$ cat src/rtl/cwf_pkg.sv
package cwf_pkg;
  typedef enum logic [1:0] {
    ST_IDLE = 2'd0,
    ST_REQ  = 2'd1,
    ST_DATA = 2'd2
  } refill_state_t;
endpackage

$ cat src/rtl/cwf_beat_order.sv
module cwf_beat_order #(
  parameter int BEATS = 8,
  parameter int OFF_W = $clog2(BEATS)
) (
  input  logic [OFF_W-1:0] start,
  input  logic [OFF_W-1:0] beat_k,
  input  logic             wrap,
  output logic [OFF_W-1:0] word_idx
);
  localparam bit POW2 = ((1 << OFF_W) == BEATS);

  logic [OFF_W:0] sum;
  assign sum = {1'b0, start} + {1'b0, beat_k};

  generate
    if (POW2) begin : g_pow2
      assign word_idx = wrap ? sum[OFF_W-1:0] : beat_k;
    end else begin : g_mod
      logic [OFF_W:0] wrapped;
      assign wrapped  = (sum >= (OFF_W+1)'(BEATS)) ? sum - (OFF_W+1)'(BEATS) : sum;
      assign word_idx = wrap ? wrapped[OFF_W-1:0] : beat_k;
    end
  endgenerate
endmodule

$ cat src/rtl/cwf_fill_track.sv
module cwf_fill_track #(
  parameter int BEATS = 8,
  parameter int OFF_W = $clog2(BEATS)
) (
  input  logic             clk,
  input  logic             rst,
  input  logic             clear,
  input  logic             wr_en,
  input  logic [OFF_W-1:0] wr_idx,
  input  logic             busy,
  input  logic             probe_valid,
  input  logic             probe_same_line,
  input  logic [OFF_W-1:0] probe_off,
  output logic             line_valid,
  output logic             probe_stall
);
  localparam logic [BEATS-1:0] FULL = {BEATS{1'b1}};

  logic [BEATS-1:0] written_q;
  logic [BEATS-1:0] written_next;

  always_comb begin
    written_next = written_q;
    if (wr_en) written_next[wr_idx] = 1'b1;
  end

  always_ff @(posedge clk) begin
    if (rst) begin
      written_q  <= '0;
      line_valid <= 1'b0;
    end else if (clear) begin
      written_q  <= '0;
      line_valid <= 1'b0;
    end else begin
      written_q  <= written_next;
      line_valid <= (written_next == FULL);
    end
  end

  assign probe_stall = probe_valid && busy && probe_same_line && !written_q[probe_off];
endmodule

$ cat src/rtl/cwf_refill_ctrl.sv
module cwf_refill_ctrl #(
  parameter int WORD_W  = 64,
  parameter int BEATS   = 8,
  parameter int LINE_AW = 38,
  parameter int OFF_W   = $clog2(BEATS)
) (
  input  logic               clk,
  input  logic               rst,
  input  logic               miss_valid,
  input  logic [LINE_AW-1:0] miss_line,
  input  logic [OFF_W-1:0]   miss_off,
  input  logic               miss_wrap,
  output logic               miss_ready,
  output logic               mem_req_valid,
  output logic [LINE_AW-1:0] mem_req_line,
  output logic [OFF_W-1:0]   mem_req_start,
  output logic               mem_req_wrap,
  input  logic               mem_req_ready,
  input  logic               mem_beat_valid,
  input  logic [WORD_W-1:0]  mem_beat_data,
  output logic               cpu_rsp_valid,
  output logic [WORD_W-1:0]  cpu_rsp_data,
  output logic               fill_we,
  output logic [OFF_W-1:0]   fill_idx,
  output logic [WORD_W-1:0]  fill_data,
  output logic               line_valid,
  input  logic               probe_valid,
  input  logic [LINE_AW-1:0] probe_line,
  input  logic [OFF_W-1:0]   probe_off,
  output logic               probe_stall
);
  import cwf_pkg::*;

  localparam logic [OFF_W-1:0] LAST_K = OFF_W'(BEATS - 1);

  refill_state_t    state_q;
  logic [OFF_W-1:0] crit_q;
  logic [OFF_W-1:0] beat_k_q;
  logic [OFF_W-1:0] beat_idx;
  logic             accept;
  logic             busy;

  assign busy       = (state_q != ST_IDLE) || fill_we;
  assign miss_ready = !busy;
  assign accept     = miss_valid && miss_ready;

  cwf_beat_order #(.BEATS(BEATS), .OFF_W(OFF_W)) u_order (
    .start    (mem_req_start),
    .beat_k   (beat_k_q),
    .wrap     (mem_req_wrap),
    .word_idx (beat_idx)
  );

  always_ff @(posedge clk) begin
    if (rst) begin
      state_q       <= ST_IDLE;
      crit_q        <= '0;
      beat_k_q      <= '0;
      mem_req_valid <= 1'b0;
      mem_req_line  <= '0;
      mem_req_start <= '0;
      mem_req_wrap  <= 1'b0;
      cpu_rsp_valid <= 1'b0;
      cpu_rsp_data  <= '0;
      fill_we       <= 1'b0;
      fill_idx      <= '0;
      fill_data     <= '0;
    end else begin
      cpu_rsp_valid <= 1'b0;
      fill_we       <= 1'b0;
      unique case (state_q)
        ST_IDLE: begin
          if (accept) begin
            state_q       <= ST_REQ;
            crit_q        <= miss_off;
            beat_k_q      <= '0;
            mem_req_valid <= 1'b1;
            mem_req_line  <= miss_line;
            mem_req_start <= miss_wrap ? miss_off : '0;
            mem_req_wrap  <= miss_wrap;
          end
        end
        ST_REQ: begin
          if (mem_req_ready) begin
            mem_req_valid <= 1'b0;
            state_q       <= ST_DATA;
          end
        end
        ST_DATA: begin
          if (mem_beat_valid) begin
            fill_we   <= 1'b1;
            fill_idx  <= beat_idx;
            fill_data <= mem_beat_data;
            if (beat_idx == crit_q) begin
              cpu_rsp_valid <= 1'b1;
              cpu_rsp_data  <= mem_beat_data;
            end
            beat_k_q <= beat_k_q + 1'b1;
            if (beat_k_q == LAST_K) state_q <= ST_IDLE;
          end
        end
        default: state_q <= ST_IDLE;
      endcase
    end
  end

  cwf_fill_track #(.BEATS(BEATS), .OFF_W(OFF_W)) u_track (
    .clk             (clk),
    .rst             (rst),
    .clear           (accept),
    .wr_en           (fill_we),
    .wr_idx          (fill_idx),
    .busy            (busy),
    .probe_valid     (probe_valid),
    .probe_same_line (probe_line == mem_req_line),
    .probe_off       (probe_off),
    .line_valid      (line_valid),
    .probe_stall     (probe_stall)
  );
endmodule

$ cat config.mk
export PLATFORM = sky130hd
export DESIGN_NAME = cwf_refill_ctrl
export DESIGN_NICKNAME = d
export VERILOG_FILES = /design/src/rtl/cwf_pkg.sv /design/src/rtl/cwf_beat_order.sv /design/src/rtl/cwf_fill_track.sv /design/src/rtl/cwf_refill_ctrl.sv
export SDC_FILE = /design/constraint.sdc
export NUM_CORES = 1
export LEC_CHECK = 0
export BUFFER_PORTS_ARGS = -buffer_cell sky130_fd_sc_hd__buf_2
export CAP_MARGIN = 10
export CORE_MARGIN = 10
export CORE_UTILIZATION = 50
export CTS_BUF_LIST = sky130_fd_sc_hd__clkbuf_2 sky130_fd_sc_hd__clkbuf_4 sky130_fd_sc_hd__clkbuf_8
export DETAILED_ROUTE_END_ITERATION = 16
export PLACE_DENSITY = 0.91
export REMOVE_ABC_BUFFERS = 1
export SLEW_MARGIN = 15
export SYNTH_ARGS = -nofsm -noshare
export SYNTH_HDL_FRONTEND = slang
export SYNTH_SLANG_ARGS = --single-unit
$ cat constraint.sdc
create_clock -name clk -period 3.1 [get_ports clk]
set_input_delay 0.31 -clock clk [delete_from_list [all_inputs] [get_ports clk]]
set_output_delay 0.31 -clock clk [all_outputs]
set_load 0.05 [all_outputs]
Word-level counts from Yosys, hierarchy flattened
Cells that the tools add are included.
Widths: inputs -> output; s select.
{ "word_totals": {"input_bits": 153, "output_inout_bits": 179, "word_cells": 73, "ff_bits": 193} }
{ "classes": {"magnitude_cmp": 3, "n_mux": 20, "n_bitwise": 3, "addsub": 2, "n_eq_ne": 10, "n_reduce_logical": 21} }
{ "op_table": {"columns": ["op", "n"], "rows": [
  ["$eq 38x38->1", 1],
  ["$mux 3", 4],
  ["$reduce_and 3->1", 3],
  ["$eq 8x8->1 const B", 1],
  ["$lt 3x4->1 const B", 2],
  ["$mux 2", 4],
  ["$mux 8", 1],
  ["$ne 2x2->1 const B", 4],
  ["$or 8x8->8", 1],
  ["$mux 1", 6],
  ["$pmux 2 s3", 1],
  ["$pmux 3 s2", 1],
  ["$reduce_bool 2->1", 3],
  ["$logic_and 1x1->1", 5],
  ["$reduce_and 2->1", 2],
  ["$reduce_and 4->1", 1],
  ["$reduce_or 2->1", 2],
  ["$add 3x1->3 const B", 1],
  ["$add 3x3->3", 1],
  ["$bmux 1 s3", 1],
  ["$demux 1 s3", 1],
  ["$eq 3x3->1", 1],
  ["$eq 3x3->1 const B", 1],
  ["$ge 3x1->1 const B", 1],
  ["other kinds (8)", 10]
]} }

Logic depth before layout (Yosys ltp)
{ "logic_depth": {"ltp_word": 7, "mapped_depth": 10, "depth_no_buf": 8} }

Cells and area by module
From an unflattened synthesis, not the netlist that was laid out.
{ "hier_totals": {"hier_cells": 907, "hier_area_um2": 7320.8} }
{ "modules_own_cells": {"columns": ["module", "seq_area_each_um2", "instances", "cells_each", "area_each_um2"], "rows": [
  ["cwf_refill_ctrl", 3683.5, 1, 853, 6789.0],
  ["cwf_fill_track", 180.2, 1, 47, 455.4],
  ["cwf_beat_order", 0.0, 1, 7, 76.3]
]} }

Worst setup path before layout
OpenSTA, ideal clock, no wires.
{ "synth_timing": {"kind": "reg-to-output", "startpoint": "reg fill_we", "endpoint": "out probe_stall", "stages_incl_launch_ff": 6, "arrival_ns": 3.197, "setup_slack_ns": -0.407, "required_ns": 2.790, "path_buffers": 1, "path_cell_list": "dfxtp_1 clkbuf_1 nor3_1 nor4_1 nand4_1 nor4_1"} }
{ "synth_between": {"elab_chain_len": 4} }
{ "synth_lines": {"columns": ["element", "line", "source"], "rows": [
  ["start, declared", "cwf_refill_ctrl.sv:23", "output logic fill_we,"],
  ["start signal, assigned", "cwf_refill_ctrl.sv:65", "fill_we <= 1'b0;"],
  ["start signal, assigned", "cwf_refill_ctrl.sv:70", "fill_we <= 1'b0;"],
  ["start signal, assigned", "cwf_refill_ctrl.sv:91", "fill_we <= 1'b1;"],
  ["$logic_or 1x1->1", "cwf_refill_ctrl.sv:43", "assign busy = (state_q != ST_IDLE) || fill_we;"],
  ["$logic_and 1x1->1 (3 in a row)", "cwf_fill_track.sv:40", "assign probe_stall = probe_valid && busy && probe_same_line && !written_q[probe_off];"],
  ["end, declared", "cwf_refill_ctrl.sv:30", "output logic probe_stall"]
]} }
Every way passes these cells.

Worst setup path after layout
{ "layout_timing": {"startpoint": "reg mem_req_line[16]", "endpoint": "out probe_stall"} }
{ "layout_between": {"elab_chain_len": 3} }
{ "layout_lines": {"columns": ["element", "line", "source"], "rows": [
  ["start, declared", "cwf_refill_ctrl.sv:15", "output logic [LINE_AW-1:0] mem_req_line,"],
  ["start signal, assigned", "cwf_refill_ctrl.sv:78", "mem_req_line <= miss_line;"],
  ["$eq 38x38->1", "cwf_refill_ctrl.sv:115", ".probe_same_line (probe_line == mem_req_line),"],
  ["$logic_and 1x1->1 (2 in a row)", "cwf_fill_track.sv:40", null]
]} }
Every way passes these cells.

==> summary.txt <==
=====================================================================================================
Total area of sequential cells .........................................................   3860 sq um
Peak clock frequency supported by timing ...............................................      366 MHz
Root buffer selected by CTS ............................................................     clkbuf_8
Yosys reg bits .........................................................................          193
Number of violations of the max-capacitance limit ......................................            0
Post-route insts no fill ...............................................................        1,441
Quantity of hold-fixing buffers added after cts ........................................            0
Clock slew seen by the registers of the worst setup and hold paths .....................      0.10 ns
Floorplan die area ..................................................................... 21,500 sq um
GP Congestion ..........................................................................        0.910
Main area contributors after synthesis ................................................. dfxtp_1, nand2_1, nand2b_1
DRT Wirelength .........................................................................    25,000 um
FF-to-FF path depth ....................................................................            8
Vias after detailed routing ............................................................        7,330
Worst hold path type ...................................................................       in2reg
Floorplan die width ....................................................................       146 um
Required time reported for the critical path endpoint ..................................      2.79 ns
Number of DRC violations after detailed-routing iteration 0 ............................          399
Share of synthesized registers carrying an async set or reset ..........................            0
Cell count after synthesis .............................................................          912
Global-route wire length before repair .................................................    39,400 um
IR Drop Worst-Case VDD .................................................................   0.000327 V
Insertion delay of the later-clocked pin in the worst-skew pair ........................      0.46 ns
Min Clock Period, post-route ...........................................................      2.73 ns
TritonCTS clock tree ...................................................................        built
Starting density of the core ...........................................................        0.507
Fill cells .............................................................................        1,293
Worst setup path category ..............................................................      reg2out
Synth Cell Area ........................................................................   8000 sq um
DRC violation count after routing ......................................................            0
Post-route worst hold slack ............................................................    0.0730 ns
Worst hold path stage count ............................................................            3
Average wire per cell in the routed design .............................................      17.4 um
Critical path data arrival time ........................................................      2.42 ns
CP max FO ..............................................................................            3
Largest family of logic cells by synthesized area ...................................... simple AND/OR/NAND/NOR gates
Maximum clock skew at final layout .....................................................    0.0169 ns
Endpoint type of the worst setup path ..................................................   output pin
Num ports ..............................................................................          332
Pin count of the biggest net entering global routing ...................................          120
H-tree depth ...........................................................................            4
Pleak ..................................................................................      4.37 nW
Vias in the first global route .........................................................        7,506
Transition at the pin with the smallest max-transition slack ...........................     0.790 ns
Post-synthesis mux area share ..........................................................       0.0896
Cell Pwr Density .......................................................................  504 nW/um^2
Total routing resource utilization after global routing ................................        0.225
Port Buffers ...........................................................................          331
Number of buffers inserted during clock tree synthesis .................................           17
Overall overflow remaining after global route ..........................................            0
Share of synthesized cell area in and, or, nand and nor gates ..........................        0.241
Xor/xnor share of the synthesized area .................................................       0.0482
Proportion of synthesized chip area in sequential cells ................................        0.483
Final Slew Violations ..................................................................            0
Fraction of synthesized cell area taken by the top area cell type ......................        0.483
Area growth, synth to finish ...........................................................        26.7%
HPWL reported at the end of detailed placement .........................................    19,000 um
Worst Hold End ......................................................................... mem_req_line[14]$_SDFFE_PP0P_
Number of failing setup endpoints in the final timing report ...........................            0
Cell accounting for the most synthesized area ..........................................      dfxtp_1
Compound-cell area share of the yosys netlist ..........................................       0.0868
Type of element launching the critical path ............................................         flop
RSZ-0062 raised after global routing ...................................................           no
Most used flip-flop cell after synthesis ...............................................      dfxtp_1
Number of buffers added for setup after CTS ............................................            0
CP Launch Point ........................................................................ mem_req_line[16]$_SDFFE_PP0P_
Slack of the worst reg-to-reg path .....................................................      0.66 ns
Antenna violations before repair .......................................................            4
Worst rel slew slack ...................................................................        0.473
Multi-input combinational cell area ....................................................   3780 sq um
Maximum buffer depth of the clock tree .................................................            2
Mean post-synth cell area ..............................................................   8.77 sq um
Count of nets after finishing ..........................................................        1,366
Proportion of layout cells with a drive suffix above 1 .................................        0.309
Post-placement cell count ..............................................................        1,406
Std-Cell Rows ..........................................................................           46
Outcome ................................................................................    completed
Post-layout utilization of the core ....................................................        0.643
Period Utilization, post-route .........................................................        0.881
Antenna-violating nets left ............................................................            0
Hold_sp ................................................................................ miss_line[14]
Number of different library cells in the post-synthesis netlist ........................           38
Crit Reg-Reg Endpoint .................................................................. cpu_rsp_data[11]$_SDFFE_PP0P_
Dominant cell by count in the synthesized netlist ......................................      nand2_1
Final Hold Violating Endpoints .........................................................            0
Count of instances resized after the clock tree is built ...............................            0
Yosys warnings .........................................................................            0
Die Y-Extent ...........................................................................       146 um
Iteration count of the initial detailed-routing pass ...................................            5
Worst r2r src .......................................................................... beat_k_q[0]$_SDFFE_PP0P_
EDFF count, synth ......................................................................            0
Detailed-route vias per instance .......................................................         5.09
Post-synthesis share of cell area spent on full adders, half adders and majority gates .      0.00720
Commonest cells post-synth ............................................................. nand2_1, dfxtp_1, nand2b_1
Clock tree sinks .......................................................................          193
Core region area ....................................................................... 15,800 sq um
=====================================================================================================
## critical path: stages (launching register included)
cell,delay [ns]
dfxtp_1,0.39
xnor2_1,0.14
nand4_1,0.13
nor4_1,0.68
nand2_1,0.11
nor4_1,0.19
buf_2,0.31
## layout make-up
| class | instances | area share |
|---|---|---|
| Antenna cell | 3 | 0.000741 |
| Clock buffer | 18 | 0.0244 |
| Clock inverter | 14 | 0.0169 |
| Inverter | 4 | 0.00148 |
| Multi-Input combinational cell | 652 | 0.373 |
| Sequential cell | 193 | 0.381 |
| Tap cell | 216 | 0.0267 |
| Timing Repair Buffer | 341 | 0.175 |
## flip-flops by register name, summed over array words and instances (netlist names), 2 cells and up
register,count
state_q,2
mem_req_line,38
mem_req_start,3
crit_q,3
cpu_rsp_data,64
fill_data,64
beat_k_q,3
u_track.written_q,8
fill_idx,3
## kinds of logic after synthesis
| logic type | Yosys count |
|---|---|
| XOR/XNOR | 44 |
| buffers and inverters | 67 |
| AO/OA/AOI/OAI | 133 |
| AND/OR/NAND/NOR | 402 |
| adder cells (fa/ha/maj) | 4 |
| multiplexers | 69 |
| flip-flops | 193 |
## how the worst max path moves through the flow
stage	to	slack, ns	cells after the start
2_1_floorplan	cpu_rsp_data[0]$_SDFFE_PP0P_	-2.31	3
4_1_cts	probe_stall	0.39	6
3_5_place_dp	cpu_rsp_data[11]$_SDFFE_PP0P_	0.70	8
3_3_place_gp	cpu_rsp_data[16]$_SDFFE_PP0P_	0.79	8
6_report	probe_stall	0.37	6
5_1_grt	probe_stall	0.33	6
## cells in the final DEF (no fill, tap or decap), types with 2 or more instances in the layout
master	instances
a211oi_1	2
a21oi_1	120
a31oi_1	4
a32oi_1	2
a41oi_1	2
buf_12	3
buf_2	330
buf_4	7
bufinv_16	2
clkbuf_8	18
clkinv_4	3
clkinvlp_4	2
dfxtp_1	193
diode_2	3
ha_1	3
inv_1	3
inv_6	3
inv_8	2
mux2i_1	66
mux4_2	2
nand2_1	226
nand2b_1	130
nand3_1	6
nand3b_1	3
nand4_1	9
nor2_1	14
nor2b_1	2
nor3_1	2
nor4_1	5
xnor2_1	31
xor2_1	13
## metrics by stage
step                      setup TNS (ns)  instance area [sq um]  worst slack (ns)  power [mW]
after floorplan                  -166.03                   7660             -2.31        3.14
after global placement                 0                   9710             0.793        3.44
after detailed placement               0                   9710             0.696        3.45
after CTS                              0                  10100             0.392        5.15
after global routing                   0                  10100             0.328        5.32
final                                  0                  10100             0.368        5.11
## report_power, final
group	internal, mW	switching (mW)	total [mW]
combinational	0.257	0.527	0.784
sequential	2.55	0.0607	2.61
clock	0.766	0.950	1.72
## per-layer routing
metal	routed length, um	vias to the layer above	GRT usage	share of wire
li1	-	3566	-	-
met1	9110	3402	0.233	0.36
met2	12200	332	0.388	0.49
met3	3230	30	0.117	0.13
met4	460	0	0.0686	0.018
met5	0	-	0	0
Note: power is estimated with default switching activity, not from simulation.
